==> config.mk <==
export PLATFORM = sky130hd
export DESIGN_NAME = spi_shift_engine
export DESIGN_NICKNAME = d
export VERILOG_FILES = /design/src/rtl/spi_eng_pkg.sv /design/src/rtl/spi_eng_ctrl.sv /design/src/rtl/spi_eng_datapath.sv /design/src/rtl/spi_shift_engine.sv
export SDC_FILE = /design/constraint.sdc
export NUM_CORES = 1
export LEC_CHECK = 0
export ABC_CLOCK_PERIOD_IN_PS = 5900
export BUFFER_PORTS_ARGS = -buffer_cell sky130_fd_sc_hd__buf_2
export CELL_PAD_IN_SITES_DETAIL_PLACEMENT = 0
export CELL_PAD_IN_SITES_GLOBAL_PLACEMENT = 2
export CORE_UTILIZATION = 40
export DETAILED_ROUTE_END_ITERATION = 7
export PLACE_DENSITY_LB_ADDON = 0.1
export SYNTH_ARGS = -nofsm -noshare
export SYNTH_HDL_FRONTEND = slang
export SYNTH_SLANG_ARGS = --single-unit
export TNS_END_PERCENT = 30
==> constraint.sdc <==
create_clock -name clk -period 5.9 [get_ports clk]
set_input_delay 0.295 -clock clk [delete_from_list [all_inputs] [get_ports clk]]
set_output_delay 0.295 -clock clk [all_outputs]
set_load 0.03 [all_outputs]
==> src/rtl/spi_eng_pkg.sv <==
package spi_eng_pkg;

  typedef enum logic [1:0] {
    ST_IDLE  = 2'd0,
    ST_RUN   = 2'd1,
    ST_TRAIL = 2'd2
  } eng_state_t;

  // per-cycle commands from control to datapath
  typedef struct packed {
    logic load;     // take a new transmit word
    logic capture;  // sample miso this edge
    logic launch;   // advance mosi to the next bit
    logic done;     // final edge of the current word
  } eng_strobe_t;

endpackage

==> src/rtl/spi_eng_ctrl.sv <==
module spi_eng_ctrl
  import spi_eng_pkg::*;
#(
  parameter int WORD_W = 32,
  parameter int DIV_W  = 8,
  localparam int LEN_W  = $clog2(WORD_W) + 1,
  localparam int HALF_W = DIV_W - 1,
  localparam int IDX_W  = LEN_W + 1
) (
  input  logic             clk,
  input  logic             rstN,
  input  logic             cfgCapFall,
  input  logic             cfgIdleHigh,
  input  logic             cfgDelay,
  input  logic             cfgStartFall,
  input  logic             cfgLsbFirst,
  input  logic [LEN_W-1:0] cfgWordLen,
  input  logic [DIV_W-1:0] cfgDivide,
  input  logic             txValid,
  output logic             txReady,
  output eng_strobe_t      strb,
  output logic             lsbLat,
  output logic [LEN_W-1:0] lenLat,
  output logic             sckOut,
  output logic             frameOn
);

  eng_state_t        state;
  logic [DIV_W-1:0]  halfCnt;
  logic [IDX_W-1:0]  edgeIdx;
  logic [HALF_W-1:0] halfR;
  logic              capFallR;
  logic              sckR;

  logic [HALF_W-1:0] halfLive;
  logic [DIV_W-1:0]  leadLen;
  logic [LEN_W-1:0]  lenEff;
  logic [IDX_W-1:0]  lastIdx;
  logic              expire, edgeNow, lastEdge, capNow, accept;

  always_comb begin
    halfLive = cfgDivide[DIV_W-1:1];
    if (halfLive < HALF_W'(2)) halfLive = HALF_W'(2);
    leadLen = (cfgDelay && !cfgStartFall) ? {halfLive, 1'b0} : {1'b0, halfLive};
    lenEff  = ((cfgWordLen == '0) || (cfgWordLen > LEN_W'(WORD_W)))
              ? LEN_W'(WORD_W) : cfgWordLen;
    lastIdx  = {lenLat, 1'b0} - IDX_W'(1);
    expire   = (halfCnt == '0);
    edgeNow  = (state == ST_RUN) && expire;
    lastEdge = edgeNow && (edgeIdx == lastIdx);
    capNow   = edgeNow && ((~sckR) ^ capFallR);
    txReady  = (state == ST_IDLE) || lastEdge;
    accept   = txValid && txReady;
    strb.load    = accept;
    strb.capture = capNow;
    strb.launch  = edgeNow && !capNow && (edgeIdx != '0);
    strb.done    = lastEdge;
  end

  always_ff @(posedge clk or negedge rstN) begin
    if (!rstN) begin
      state    <= ST_IDLE;
      halfCnt  <= '0;
      edgeIdx  <= '0;
      halfR    <= HALF_W'(2);
      capFallR <= 1'b0;
      lsbLat   <= 1'b0;
      lenLat   <= LEN_W'(1);
      sckR     <= 1'b0;
      frameOn  <= 1'b0;
    end else begin
      if (accept) begin
        capFallR <= cfgCapFall;
        lsbLat   <= cfgLsbFirst;
        lenLat   <= lenEff;
        halfR    <= halfLive;
      end
      unique case (state)
        ST_IDLE: begin
          sckR <= cfgIdleHigh;
          if (accept) begin
            frameOn <= 1'b1;
            halfCnt <= leadLen - DIV_W'(1);
            edgeIdx <= '0;
            state   <= ST_RUN;
          end
        end
        ST_RUN: begin
          if (expire) begin
            sckR    <= ~sckR;
            halfCnt <= {1'b0, halfR} - DIV_W'(1);
            if (lastEdge) begin
              edgeIdx <= '0;
              if (!accept) state <= ST_TRAIL;
            end else begin
              edgeIdx <= edgeIdx + IDX_W'(1);
            end
          end else begin
            halfCnt <= halfCnt - DIV_W'(1);
          end
        end
        ST_TRAIL: begin
          if (expire) begin
            frameOn <= 1'b0;
            state   <= ST_IDLE;
          end else begin
            halfCnt <= halfCnt - DIV_W'(1);
          end
        end
        default: state <= ST_IDLE;
      endcase
    end
  end

  assign sckOut = sckR;

endmodule

==> src/rtl/spi_eng_datapath.sv <==
module spi_eng_datapath
  import spi_eng_pkg::*;
#(
  parameter int WORD_W = 32,
  localparam int LEN_W = $clog2(WORD_W) + 1,
  localparam int POS_W = $clog2(WORD_W)
) (
  input  logic              clk,
  input  logic              rstN,
  input  eng_strobe_t       strb,
  input  logic              lsbLat,
  input  logic [LEN_W-1:0]  lenLat,
  input  logic [WORD_W-1:0] txData,
  input  logic              miso,
  output logic              mosi,
  output logic [WORD_W-1:0] rxData,
  output logic              rxStrobe
);

  logic [WORD_W-1:0] txShift, rxShift, rxIns, rxNext;
  logic [LEN_W-1:0]  lenM1;
  logic [POS_W-1:0]  topPos;

  always_comb begin
    lenM1  = lenLat - LEN_W'(1);
    topPos = lenM1[POS_W-1:0];
    mosi   = lsbLat ? txShift[0] : txShift[topPos];
    if (lsbLat) rxIns = (rxShift >> 1) | (WORD_W'(miso) << topPos);
    else        rxIns = {rxShift[WORD_W-2:0], miso};
    rxNext = strb.capture ? rxIns : rxShift;
  end

  always_ff @(posedge clk or negedge rstN) begin
    if (!rstN) begin
      txShift  <= '0;
      rxShift  <= '0;
      rxData   <= '0;
      rxStrobe <= 1'b0;
    end else begin
      if (strb.load)        txShift <= txData;
      else if (strb.launch) txShift <= lsbLat ? (txShift >> 1) : (txShift << 1);
      if (strb.load)        rxShift <= '0;
      else                  rxShift <= rxNext;
      if (strb.done)        rxData  <= rxNext;
      rxStrobe <= strb.done;
    end
  end

endmodule

==> src/rtl/spi_shift_engine.sv <==
module spi_shift_engine
  import spi_eng_pkg::*;
#(
  parameter int WORD_W = 32,
  parameter int DIV_W  = 8,
  localparam int LEN_W = $clog2(WORD_W) + 1
) (
  input  logic              clk,
  input  logic              rstN,
  input  logic              cfgCapFall,
  input  logic              cfgIdleHigh,
  input  logic              cfgDelay,
  input  logic              cfgStartFall,
  input  logic              cfgSelHigh,
  input  logic              cfgLsbFirst,
  input  logic [LEN_W-1:0]  cfgWordLen,
  input  logic [DIV_W-1:0]  cfgDivide,
  input  logic              txValid,
  input  logic [WORD_W-1:0] txData,
  output logic              txReady,
  output logic [WORD_W-1:0] rxData,
  output logic              rxStrobe,
  output logic              sck,
  output logic              mosi,
  input  logic              miso,
  output logic              frameSel
);

  eng_strobe_t      strb;
  logic             lsbLat;
  logic [LEN_W-1:0] lenLat;
  logic             frameOn;

  spi_eng_ctrl #(.WORD_W(WORD_W), .DIV_W(DIV_W)) u_ctrl (
    .clk(clk), .rstN(rstN),
    .cfgCapFall(cfgCapFall), .cfgIdleHigh(cfgIdleHigh), .cfgDelay(cfgDelay),
    .cfgStartFall(cfgStartFall), .cfgLsbFirst(cfgLsbFirst),
    .cfgWordLen(cfgWordLen), .cfgDivide(cfgDivide),
    .txValid(txValid), .txReady(txReady), .strb(strb),
    .lsbLat(lsbLat), .lenLat(lenLat), .sckOut(sck), .frameOn(frameOn)
  );

  spi_eng_datapath #(.WORD_W(WORD_W)) u_dp (
    .clk(clk), .rstN(rstN), .strb(strb), .lsbLat(lsbLat), .lenLat(lenLat),
    .txData(txData), .miso(miso), .mosi(mosi),
    .rxData(rxData), .rxStrobe(rxStrobe)
  );

  assign frameSel = frameOn ? cfgSelHigh : ~cfgSelHigh;

endmodule

; ---- Yosys cells after proc, flatten, opt, wreduce, memory -nomap -nowiden
; Index checks and enable logic that the tools add are counted.
; W data, S select, Z words.
[totals]
inputBits = 56
wordCells = 92
out_inout_bits = 37
regBits = 131
[classes]
order_cmp = 3
n_reduce_logical = 24
n_addsub = 6
n_shift = 1
n_mux = 32
n_bitwise = 4
eq_ne = 9
[ops]
columns = operator, n
row1 = $mux W32, 6
row2 = $mux W8, 4
row3 = $or A31 B32 Y32, 1
row4 = $shl A1 B5 Y32, 1
row5 = $mux W7, 4
row6 = $pmux W8 S3, 1
row7 = $sub A8 B1 Y8 const B, 2
row8 = $pmux W7 S2, 1
row9 = $mux W2, 5
row10 = $reduce_and A3 Y1, 3
row11 = $logic_not A8 Y1, 1
row12 = $ne A2 B1 Y1 const B, 4
row13 = $sub A7 B1 Y8 const B, 1
row14 = $add A7 B1 Y7 const B, 1
row15 = $eq A7 B7 Y1, 1
row16 = $logic_and A1 B1 Y1, 7
row17 = $lt A7 B2 Y1 const B, 1
row18 = $reduce_bool A7 Y1, 1
row19 = $sub A7 B1 Y7 const B, 1
row20 = $gt A6 B6 Y1 const B, 1
row21 = $logic_not A6 Y1, 1
row22 = $lt A5 B6 Y1 const B, 1
row23 = $mux W1, 6
row24 = $mux W6, 1
row25 = other kinds (16), 23

; ---- Logic depth before layout (Yosys ltp)
; Gate-level depths: netlist of run 1.
[depth]
depth_word = 9
ltp_mapped = 13
depth_no_buf = 11

; ---- By module
; From an unflattened synthesis of run 1, not the netlist that was laid out.
[hier_totals]
cells_unflattened = 966
area_unflattened_um2 = 8451.9
[by_module_without_submodules]
columns = mod, area_each_um2, cells_per_inst, instances, seq_area_each_um2
row1 = spi_eng_datapath, 5480.3, 599, 1, 2427.3
row2 = spi_eng_ctrl, 2962.8, 366, 1, 853.3
row3 = spi_shift_engine, 8.8, 1, 1, 0.0

; ---- Least setup slack after synthesis of run 1
; Ideal clock, no wire load.
[synth_timing]
path_type = register to output
from = reg u_ctrl.lenLat[0]
to = out mosi
path_buffers = 3
slack_ps = 2103
path_stages_with_launch = 12
arrival_time_ps = 3502
t_required_ps = 5605
path_cell_list = dfstp_2 -> buf_6 -> buf_2 -> inv_1 -> ha_1 -> buf_2 -> nor2_1 -> a21oi_1 -> o31ai_1 -> a221oi_1 -> and3_1 -> o41ai_1
[synth_between]
elab_chain_cells = 4
[synth_lines]
columns = item, line
row1 = from (decl), spi_eng_ctrl.sv:23  ; output logic [LEN_W-1:0] lenLat,
row2 = from (signal assigned), spi_eng_ctrl.sv:75  ; lenLat <= lenEff;
row3 = $sub A5 B1 Y5, spi_eng_datapath.sv:25  ; lenM1 = lenLat - LEN_W'(1);
row4 = $bmux W1 S5, spi_eng_datapath.sv:27  ; mosi = lsbLat ? txShift[0] : txShift[topPos];
row5 = $mux W1 (not written as such), spi_eng_datapath.sv:27
row6 = $mux W1, spi_eng_datapath.sv:27
row7 = to (decl), spi_shift_engine.sv:24  ; output logic mosi,
; Every way passes these cells. The select of a mux whose other input is x is not followed.

; ---- Worst setup path after layout of run 1
[layout_timing]
from = reg u_ctrl.lenLat[0]
to = reg u_dp.txShift[15]
[layout_between]
elab_chain_cells = 6
elab_cells_between_ends = 7
cone_classes = add/sub: 1 / eq/ne: 1 / mux: 1 / reduce/logical: 4
[layout_lines]
columns = item, line
row1 = $sub A7 B1 Y7 (*), spi_eng_ctrl.sv:47  ; lastIdx = {lenLat, 1'b0} - IDX_W'(1);
row2 = $eq A7 B7 Y1 (*), spi_eng_ctrl.sv:50  ; lastEdge = edgeNow && (edgeIdx == lastIdx);
row3 = $logic_and A1 B1 Y1 (*), spi_eng_ctrl.sv:50
row4 = $logic_or A1 B1 Y1 (*), spi_eng_ctrl.sv:52  ; txReady = (state == ST_IDLE) || lastEdge;
row5 = $logic_and A1 B1 Y1 (*), spi_eng_ctrl.sv:53  ; accept = txValid && txReady;
row6 = $mux W32 / $reduce_bool A2 Y1 (equally long branches), n/a
row7 = to (signal assigned), spi_eng_datapath.sv:40  ; if (strb.load) txShift <= txData;
row8 = to (signal assigned), spi_eng_datapath.sv:41  ; else if (strb.launch) txShift <= lsbLat ? (txShift >> 1) : (txShift << 1);
row9 = to (decl), spi_eng_datapath.sv:20  ; logic [WORD_W-1:0] txShift, rxShift, rxIns, rxNext;
; Mark *: on every way between the ends. The rest lies on a longest branch, timed or not.
; A chain may end at the register's enable or synchronous reset.

==> results of run 1 <==
## state kept, by name, summed over array words and instances (netlist names)
name and flops:
u_ctrl.state 2, u_ctrl.frameOn 1, u_ctrl.edgeIdx 7, u_dp.rxData 32
u_dp.rxShift 32, u_ctrl.halfCnt 8, u_ctrl.sckOut 1, u_ctrl.halfR 7
u_dp.txShift 32, u_ctrl.capFallR 1, u_dp.rxStrobe 1, u_ctrl.lsbLat 1
u_ctrl.lenLat 6
## worst max path at each step
stage	endpoint	depth (start not counted)	start	slack [ns]
after floorplan	mosi	11	u_ctrl.lenLat[0]	2.10
after global placement	u_dp.txShift[16]	10	u_ctrl.lenLat[0]	1.35
after detailed placement	u_dp.txShift[15]	10	u_ctrl.lenLat[0]	1.12
after CTS	u_dp.txShift[11]	10	u_ctrl.lenLat[0]	1.12
after global routing	u_dp.txShift[13]	10	u_ctrl.lenLat[0]	0.76
final	u_dp.txShift[15]	10	u_ctrl.lenLat[0]	1.26
## worst register-to-register path: stages (launching register included)
cell	delay [ns]
dfstp_2	0.88
inv_1	0.23
ha_1	0.35
xor2_1	0.57
xnor2_1	0.18
and4_1	0.24
nand4b_2	0.07
buf_4	0.48
a21bo_2	0.83
buf_4	0.36
mux2_4	0.32
## power groups by stage
stage               clock network, mW  logic [mW]  registers [mW]
CTS                              1.11        1.78            1.53
finish                           1.09        1.75            1.53
global placement                    0        1.73            1.53
detailed placement                  0        1.77            1.55
floorplan                           0        1.47            1.39
global route                     1.16        1.97            1.59
## per-layer routing
metal / GRT usage (%) / wire [µm] / part of all wire [%]
met5: 0 / 0 / 0
met3: 4.33 / 703 / 3.5
met4: 6.45 / 300 / 1.5
met1: 28.1 / 9610 / 48
met2: 34.5 / 9500 / 47
## cells in the final DEF (no fill, tap or decap), types with 13 or more instances in the layout
cell type    n
o21ai_0    103
mux2_4      30
nor3_1      15
inv_1       15
nand2_1    113
mux2i_1     56
buf_2       90
clkbuf_16   17
nand2b_1    19
mux2_2      13
dfrtp_1    128
xnor2_1     15
a21oi_1     60
nor2_1      59
## final cells by class
cell class / count / area, µm²
fillers: 1861 / 10300
multi-input cells: 639 / 4310
flip-flops and latches: 131 / 3280
repair buffers: 102 / 543
clock buffers: 20 / 447
well taps: 265 / 332
clock inverters: 11 / 153
inverters: 15 / 56.3
## cell families after synthesis
group	synth area share [%]
fa+ha+maj	1.74
flops	41.4
simple gates	15.7
buf+inv	4.31
compound gates	17.1
xor+xnor	2.87
mux	16.9
## what timing repair did
action                    4_1_cts  5_1_grt
setup buffers                   0        0
hold endpoints to repair       41        0
hold buffers                    1        0
==> impl_results.md, run 1 <==
* Max VDD drop at between 0.2 and 0.25 mV
* Critical Path Fanout Max at slightly above 70
* Initial antenna violation count at 0
* Die X at 143 µm
* Hold endpoint: u_dp.txShift[29]
* Worst reg-to-reg setup slack at 1.26 ns
* RSZ-0062 raised after global routing: no
* Pwr Density at ~480 nW/µm²
* Final net count at just under 1,000
* Skew-Pair Late Insertion Delay at between 0.4 and 0.5 ns
* GRT Util Overall at around a fifth
* Switch Pwr at ~1.7 mW
* Leak at about 4.2 nW
* Critical path buffers and inverters at 3
* Core area at 19,500 µm²
* Vias in the first global route at 6,254
* Cell area after layout at just over 9000 µm²
* Area growth syn-to-layout at 15.2%
* Clock sinks at approximately 130
* RR Endpoint: u_dp.txShift[15]
* Worst Setup End Kind: flip-flop
* Post-synthesis sequential area ratio at about two fifths
* Clock Skew at ~0.011 ns
* Rel. slew slack at between 15 and 20%
* Rows at around 50
* Kind of critical path: flip-flop to flip-flop
* Delay-heaviest family, CP: buffers and inverters
* Async set or reset register ratio after synthesis at between 90% and 100%
* Hold slack at ~0.098 ns
* CP Launch Type: flip-flop
* GPL Wtd Cong at between 0.7 and 0.8
* Critical path cell sequence: inv_1 -> ha_1 -> xor2_1 -> xnor2_1 -> and4_1 -> nand4b_2 -> buf_4 -> a21bo_2 -> buf_4 -> mux2_4
* Tcrit/Tclk final at approximately 80%
* Slowest CP cell: dfstp_2
* Crit path required time at 6.20 ns
* Crit path time final at approximately 4.6 ns
* CTS tree: built
* Max cap viols at 0
* R2r worst-path depth at 10
* Final setup fails at 0
* Total Power Consumption at 4.37 mW
* Root cell of the clock tree: clkbuf_16
* Global-route wire length before repair at around 33,000 µm
* Non-filler cells, final at 1,183
* Max-slew violations at 0
* Synthesis warning total at 0
* # DRC at 0
* WHS Path Cells at 2
* GR Overflow Total at 0
* Fmax achieved at approximately 220 MHz
* Largest net degree at the start of global routing at between 70 and 80
* Final hold vios at 0
* Dpl cells at between 1,000 and 1,500
* Vias per cell at ~5.4
* Hold wc startpoint: txData[29]
* Drt initial violations at around 460
* Worst EP arrival at just under 5 ns
* Fin worst setup slack at 1.26 ns
* Fin Setup TNS at 0 ns
* Final ANT Viol Nets at 0
* Sw Ratio at a little under two fifths
* Status: complete, no violations
* Flop pwr share at 35.0%
* Yosys top cell by area: dfrtp_1
* Cells after Synth at roughly 840
* Comb power frac at 40.1%
* Post-DP Area at approximately 8500 µm²
* Vias at roughly 6,300
* Internal at 2.70 mW
* Synth area leaders: dfrtp_1, mux2i_1, o21ai_0
* Detailed-router iteration count before antenna repair at 4
* CTS resizes at 0
* Worst min-delay path class: input port to flip-flop
* Clock-pin slew on the worst setup and hold paths at around 0.06 ns
* Most numerous cell in the Yosys netlist: dfrtp_1
* R2R Path Start: u_ctrl.lenLat[0]
* Syn nets at 910
* CTS Buf Count at 17
* Slew @ Worst Pin at 1.24 ns
* Largest stage delay on the critical path at between 0.8 and 0.9 ns
* Distinct cells, synth at between 60 and 70
* Post-DP HPWL at about 14,000 µm
* Share of the core filled with cells at a little under half
* EDFF count, synth at 0
* CTS H-tree depth at 4
* Synthesized area at approximately 7900 µm²
* Layout cells sized above 1 at a little over a fifth
* Port bufs at between 90 and 100
* Top-area cell type share of the netlist area at around 40%
* Syn avg cell area at between 9 and 10 µm²
* Starting density of the core at between 40 and 50%
* FF+latch count, synth at roughly 130
* Main synth FF type: dfrtp_1
* Final wirelength at between 20,000 and 25,000 µm
* Dpl ws at between 1 and 1.5 ns
* Antenna diodes at 0
* Synth cell count leaders: dfrtp_1, nand2_1, o21ai_0, a21oi_1, nor2_1
* Die Y at ~140 µm
* CTS max path bufs at 2
* Clk pwr share at about a quarter
* Die Area at roughly 20,000 µm²
* Wire per inst at approximately 17 µm
* Most used cell, CP: buf_4
* # IOs at 93
(Power assumes the default switching activity.)
==> inputs of run 2 (changes only) <==
Settings changed: ABC_AREA from default to 1, ABC_CLOCK_PERIOD_IN_PS 5900 to 3800, CORE_UTILIZATION 40 to 30.
Clock period 5.9 ns to 3.8 ns, I/O delays scaled along.
==> impl_results.md, run 2 <==
* Fillers at between 3,000 and 4,000
* Port bufs at ~90
* Final ANT Viol Nets at 0
* Die X at roughly 170 µm
* Pwr Density at roughly 750 nW/µm²
* Area growth syn-to-layout at 15.7%
* CTS Buf Count at 17
* Die Y at roughly 170 µm
* # IOs at just over 90
* Final hold vios at 0
* Max-slew violations at 0
* Root cell of the clock tree: clkbuf_16
* GR Overflow Total at 0
* Top-area cell type share of the netlist area at between 30% and 40%
* Fmax achieved at 282 MHz
* Leak at ~4.5 nW
* Most numerous cell in the Yosys netlist: nand2_1
* Wire per inst at about 16 µm
* Biggest registers after layout: u_dp.rxData: 32 flops, u_dp.rxShift: 32 flops, u_dp.txShift: 32 flops
* Worst Setup End Kind: primary output
* Drt initial violations at ~460
* Vias at about 7,700
* Yosys top cell by area: dfrtp_1
* Tcrit/Tclk final at 93.3%
* Status: complete, no violations
* Skew-Pair Late Insertion Delay at around 0.42 ns
* Synthesized area at a little over 8000 µm²
* Post-synthesis sequential area ratio at roughly two fifths
* Synthesis warning total at 0
* Clock-pin slew on the worst setup and hold paths at about 0.070 ns
* CTS H-tree depth at 4
* Async set or reset register ratio after synthesis at between 90% and 100%
* Max cap viols at 0
* Vias per cell at ~4.9
* Detailed-router iteration count before antenna repair at 5
* EDFF count, synth at 0
* Clock Skew at 0.0144 ns
* Crit path time final at 3.54 ns
* Share of the core filled with cells at between 30% and 40%
* Kind of critical path: flip-flop to primary output
* Worst min-delay path class: input port to flip-flop
* Final net count at roughly 1,300
* Distinct cells, synth at 45
* Vias in the first global route at 7,648
* Main synth FF type: dfrtp_1
* Crit path required time at roughly 3.6 ns
* Final setup fails at 0
* Max VDD drop at between 0.3 and 0.4 mV
* CTS max path bufs at 2
* Starting density of the core at approximately 30%
* Syn nets at between 1,000 and 1,500
* CP Launch Type: flip-flop
* Post-DP HPWL at approximately 17,000 µm
* GRT Util Overall at between 10% and 20%
* Clock sinks at between 100 and 150
* Final wirelength at between 20,000 and 25,000 µm
* Most frequent cells in the layout: nand2_1, nand3_1, dfrtp_1, inv_1, buf_2
* Layout cells sized above 1 at 12.9%
* Commonest non-fill, non-tap cell in the layout: nand2_1
* Core area at roughly 27,000 µm²
* # DRC at 0
* Global-route wire length before repair at roughly 41,000 µm
* Rows at 60
* GPL Wtd Cong at ~0.79
* Critical Path Fanout Max at 18
* FF+latch count, synth at approximately 130
* Synth area leaders: dfrtp_1, nand2_1, nand3_1
* Fin Setup TNS at 0 ns
* CTS tree: built
* Cells after Synth at between 1,000 and 1,500
* Initial antenna violation count at 0
* Rel. slew slack at 32.9%
* Antenna diodes at 0
* Largest net degree at the start of global routing at roughly 130
* Synth cell count leaders: nand2_1, nand3_1, dfrtp_1, inv_1, o21ai_0
* Die Area at approximately 28,000 µm²
* Worst EP arrival at about 3.4 ns
* Slew @ Worst Pin at between 1 and 1.5 ns
* RSZ-0062 raised after global routing: no
* Syn avg cell area at 7.04 µm²
-- run 2: cell count changes after synthesis, sizes merged, moves of 11 or more --
cell    before  now
mux2        43    1
nand3       12  186
and2         2   25
nand2b      19    0
nor3        16   29
mux2i       56    1
inv         15  116
nand2      113  332
o21ai      109   89
buf         22   33
-- run 2: worst paths after layout --
kind | from | end | slack [ns] | depth (start not counted)
setup / recovery | u_ctrl.lenLat[0] | mosi | 0.26 | 11
hold / removal | txData[2] | u_dp.txShift[2] | 0.02 | 3
setup reg to reg | u_ctrl.lenLat[0] | u_dp.txShift[31] | 0.54 | 17
hold reg to reg | u_dp.rxData[0] | u_dp.rxData[0] | 0.46 | 2
max in group asynchronous | rstN | u_ctrl.lsbLat | 2.42 | 3
min in group asynchronous | rstN | u_dp.rxData[7] | 0.45 | 2
-- run 2: layout make-up --
class	count	area, µm²	share of cell area, %
inverters	119	449	4.73
repair buffers	111	627	6.60
well taps	341	427	4.49
clock inverters	12	155	1.63
clock buffers	19	453	4.77
flip-flops and latches	131	3280	34.6
multi-input cells	848	4110	43.2
-- run 2: through the flow --
step / hold slack, ns / cells / power [mW] / cell area, µm² / setup slack (ns)
5_1_grt: 0.00716 / 1581 / 7.77 / 9500 / 0.0154
6_report: 0.0164 / 1581 / 7.12 / 9500 / 0.255
3_3_place_gp: 0.354 / 1549 / 5.44 / 8880 / 0.574
3_5_place_dp: 0.364 / 1549 / 5.44 / 8880 / 0.552
4_1_cts: 0.00188 / 1581 / 7.24 / 9500 / 0.204
2_1_floorplan: -0.106 / 1165 / 4.50 / 8210 / 1.35
-- run 2: layer usage --
layer | GRT usage (%) | up-vias | routed length [µm]
met2 | 30.7 | 115 | 11800
met4 | 5.35 | 0 | 320
met3 | 2.20 | 17 | 595
met1 | 24.9 | 3636 | 12200
li1 | - | 3928 | -
met5 | 0 | - | 0
-- run 2: where the power goes --
part	leakage, nW	total [mW]	internal [mW]	switching (mW)
sequential	1.56	2.05	1.75	0.306
combinational	2.61	3.32	1.01	2.31
clock	0.296	1.74	1.07	0.677
-- run 2: cell families (layout without fill, tap and decap cells) --
| logic type | count (synthesis) | in the layout | synth area share [%] |
|---|---|---|---|
| AO/OA/AOI/OAI | 184 | 184 | 12.5 |
| XOR/XNOR | 11 | 11 | 1.17 |
| adder cells (fa/ha/maj) | 11 | 11 | 1.68 |
| buffers and inverters | 186 | 261 | 10.1 |
| flip-flops | 131 | 131 | 40.0 |
| multiplexers | 2 | 2 | 0.259 |
| AND/OR/NAND/NOR | 640 | 640 | 34.4 |
-- run 2: timing repair --
action                    CTS  global route
gates resized for setup     0             0
hold endpoints to repair   82             0
buffers inserted            0             0
hold buffers                1             0
-- run 2: critical path, cell delays in order, from the launching register on --
cell      delay, ns
dfstp_2        0.53
inv_1          0.03
buf_4          0.17
ha_1           0.26
nand3_1        0.10
nand2_1        0.07
nand2_1        0.40
clkinv_1       0.61
nand3_1        0.25
nand3_1        0.10
o21ai_0        0.16
buf_2          0.26
==> inputs of run 3 (changes only) <==
Settings changed: PLACE_DENSITY from default to 0.8, PLACE_DENSITY_LB_ADDON 0.1 to default, RECOVER_POWER from default to 50.
==> impl_results.md, run 3 (synthesis gave the netlist of run 2 again) <==
* Status: finished with violations
* Failing checks: max-capacitance violations, max-slew violations
* Max VDD drop at roughly 0.43 mV
* CTS max path bufs at 2
* Skew-Pair Late Insertion Delay at 0.43 ns
* CP Launch Type: flip-flop
* Vias at about 7,700
* Fin Setup TNS at 0 ns
* Final net count at between 1,000 and 1,500
* # IOs at between 90 and 100
* Register area at roughly 3300 µm²
* Biggest registers after layout: u_dp.rxData: 32 flops, u_dp.rxShift: 32 flops, u_dp.txShift: 32 flops
* Vias in the first global route at 7,409
* Rel. slew slack at -74.7%
* Dpl ws at roughly 0.73 ns
* Final hold vios at 0
* Number of post-CTS setup repair buffers at 0
* Worst Setup End Kind: primary output
* Layout cells sized above 1 at between 10% and 20%
* Port bufs at between 90 and 100
* Wire per inst at roughly 15 µm
* Detailed-router iteration count before antenna repair at 5
* Global-route wire length before repair at between 30,000 and 40,000 µm
* Final wirelength at 23,300 µm
* Critical path cell sequence: inv_1 -> ha_1 -> inv_1 -> nand2_1 -> nand2_1 -> clkinvlp_4 -> nand3_1 -> nand3_1 -> nand3_1 -> nand3_1 -> o21ai_0 -> buf_2
* Starting density of the core at between 30 and 40%
* Most frequent cells in the layout: nand2_1, nand3_1, dfrtp_1, inv_1, o21ai_0
* Vias per cell at slightly below 5
* Commonest non-fill, non-tap cell in the layout: nand2_1
* Delay-heaviest family, CP: buffers and inverters
* Fmax achieved at 291 MHz
* Die Y at around 170 µm
* Core area at 26,900 µm²
* Critical Path Fanout Max at 12
* Max-slew violations at slightly below 100
* # DRC at 0
* Final ANT Viol Nets at 0
* Slowest CP cell: dfstp_2
* Die X at roughly 170 µm
* Crit path time final at ~3.4 ns
* Worst min-delay path class: input port to flip-flop
* R2R Path Start: u_ctrl.lenLat[0]
* Most used cell, CP: nand3_1
* Clock Skew at between 0.01 and 0.015 ns
* Final setup fails at 0
* Pwr Density at between 700 and 800 nW/µm²
* Initial antenna violation count at 0
* CTS Buf Count at 17
* CTS tree: built
* CTS H-tree depth at 4
* Slew @ Worst Pin at around 2.6 ns
* Critical path buffers and inverters at 4
* Hold wc startpoint: txData[10]
* Fillers at 2,985
* Largest stage delay on the critical path at approximately 0.53 ns
* Area growth syn-to-layout at 15.0%
* RSZ-0062 raised after global routing: no
* GPL Wtd Cong at slightly below 0.8
* Drt initial violations at between 500 and 600
* Crit path required time at 3.61 ns
* Root cell of the clock tree: clkbuf_16
* Tcrit/Tclk final at between 90 and 100%
* GRT Util Overall at 17.1%
* Fin worst setup slack at 0.360 ns
* Max cap viols at 1
* GR Overflow Total at 0
* Footprint of the multi-input gates at just over 4000 µm²
* Worst EP arrival at about 3.3 ns
* Clock-pin slew on the worst setup and hold paths at 0.06 ns
* Clock sinks at about 130
* Kind of critical path: flip-flop to primary output
* Post-DP HPWL at between 15,000 and 20,000 µm
* Rows at 60
* Die Area at 28,000 µm²
* Leak at about 4.4 nW
* Antenna diodes at 0
* Crit. Startpoint: u_ctrl.lenLat[0]
* Largest net degree at the start of global routing at 99
==> run 3: cell count changes in the layout (fill, tap and decap cells not counted), moves of 2 or more <==
cell           delta
buf_2            -35
clkbuf_1         +35
clkbuf_2          +3
inv_6             +3
buf_4             -2
clkbuf_8          -2
clkinv_2          -2
clkinvlp_4        +2
dlygate4sd3_1     +2
inv_8             +2
==> run 3: cell type report <==
class / count / share of cell area (%)
well taps: 341 / 4.52
repair buffers: 112 / 6.06
flip-flops and latches: 131 / 34.8
inverters: 119 / 4.80
clock inverters: 15 / 1.82
multi-input cells: 848 / 43.5
clock buffers: 17 / 4.51
==> run 3: worst reg2reg max path, delay by kind of cell (launching register included) <==
kind                     cells  cell delay, ns
buffers and inverters        3            0.77
AO/OA/AOI/OAI                1            0.12
AND/OR/NAND/NOR             11            1.18
flip-flops                   1            0.53
adder cells (fa/ha/maj)      1            0.33
==> run 3: stage by stage <==
stage          hold slack (ns)  instance area [µm²]  utilization (%)  std cells  total power [mW]
6_report                0.0142                 9440             35.1       1583              7.02
5_1_grt                 0.0116                 9440             35.1       1583              7.62
4_1_cts                0.00353                 9490             35.3       1583              7.08
3_5_place_dp             0.399                 8860             33.0       1548              5.34
3_3_place_gp             0.395                 8860             33.0       1548              5.33
2_1_floorplan           -0.106                 8210                -       1165              4.50
==> run 3: path summary, 6_finish.rpt <==
kind                       cells after the start  slack, ns                to
min                                            3       0.01  u_dp.txShift[10]
min reg2reg                                    2       0.47   u_dp.rxData[30]
max                                           12       0.36              mosi
max reg2reg                                   16       0.75  u_dp.txShift[31]
min in group asynchronous                      2       1.13    u_dp.rxData[9]
max in group asynchronous                      2       0.96     u_ctrl.lsbLat
==> run 3: power by group <==
group          internal [mW]  total [mW]  leakage (nW)  switching [mW]
clock network          0.986        1.69         0.285           0.708
registers               1.75        2.07          1.56           0.326
logic                   1.00        3.25          2.56            2.25
==> run 3: metal layers <==
metal / vias to the layer above / share of wire (%) / track usage (%)
met5: - / 0 / 0
met4: 0 / 1.0 / 5.07
met3: 16 / 3.7 / 2.46
met1: 3614 / 49 / 23.3
met2: 159 / 46 / 28.0
li1: 3934 / - / -
==> run 3: timing repair <==
action,in CTS,in global routing
endpoints found under the hold margin,96,0
endpoints found under the setup margin,0,1
resized for setup,0,1
hold buffers,3,0
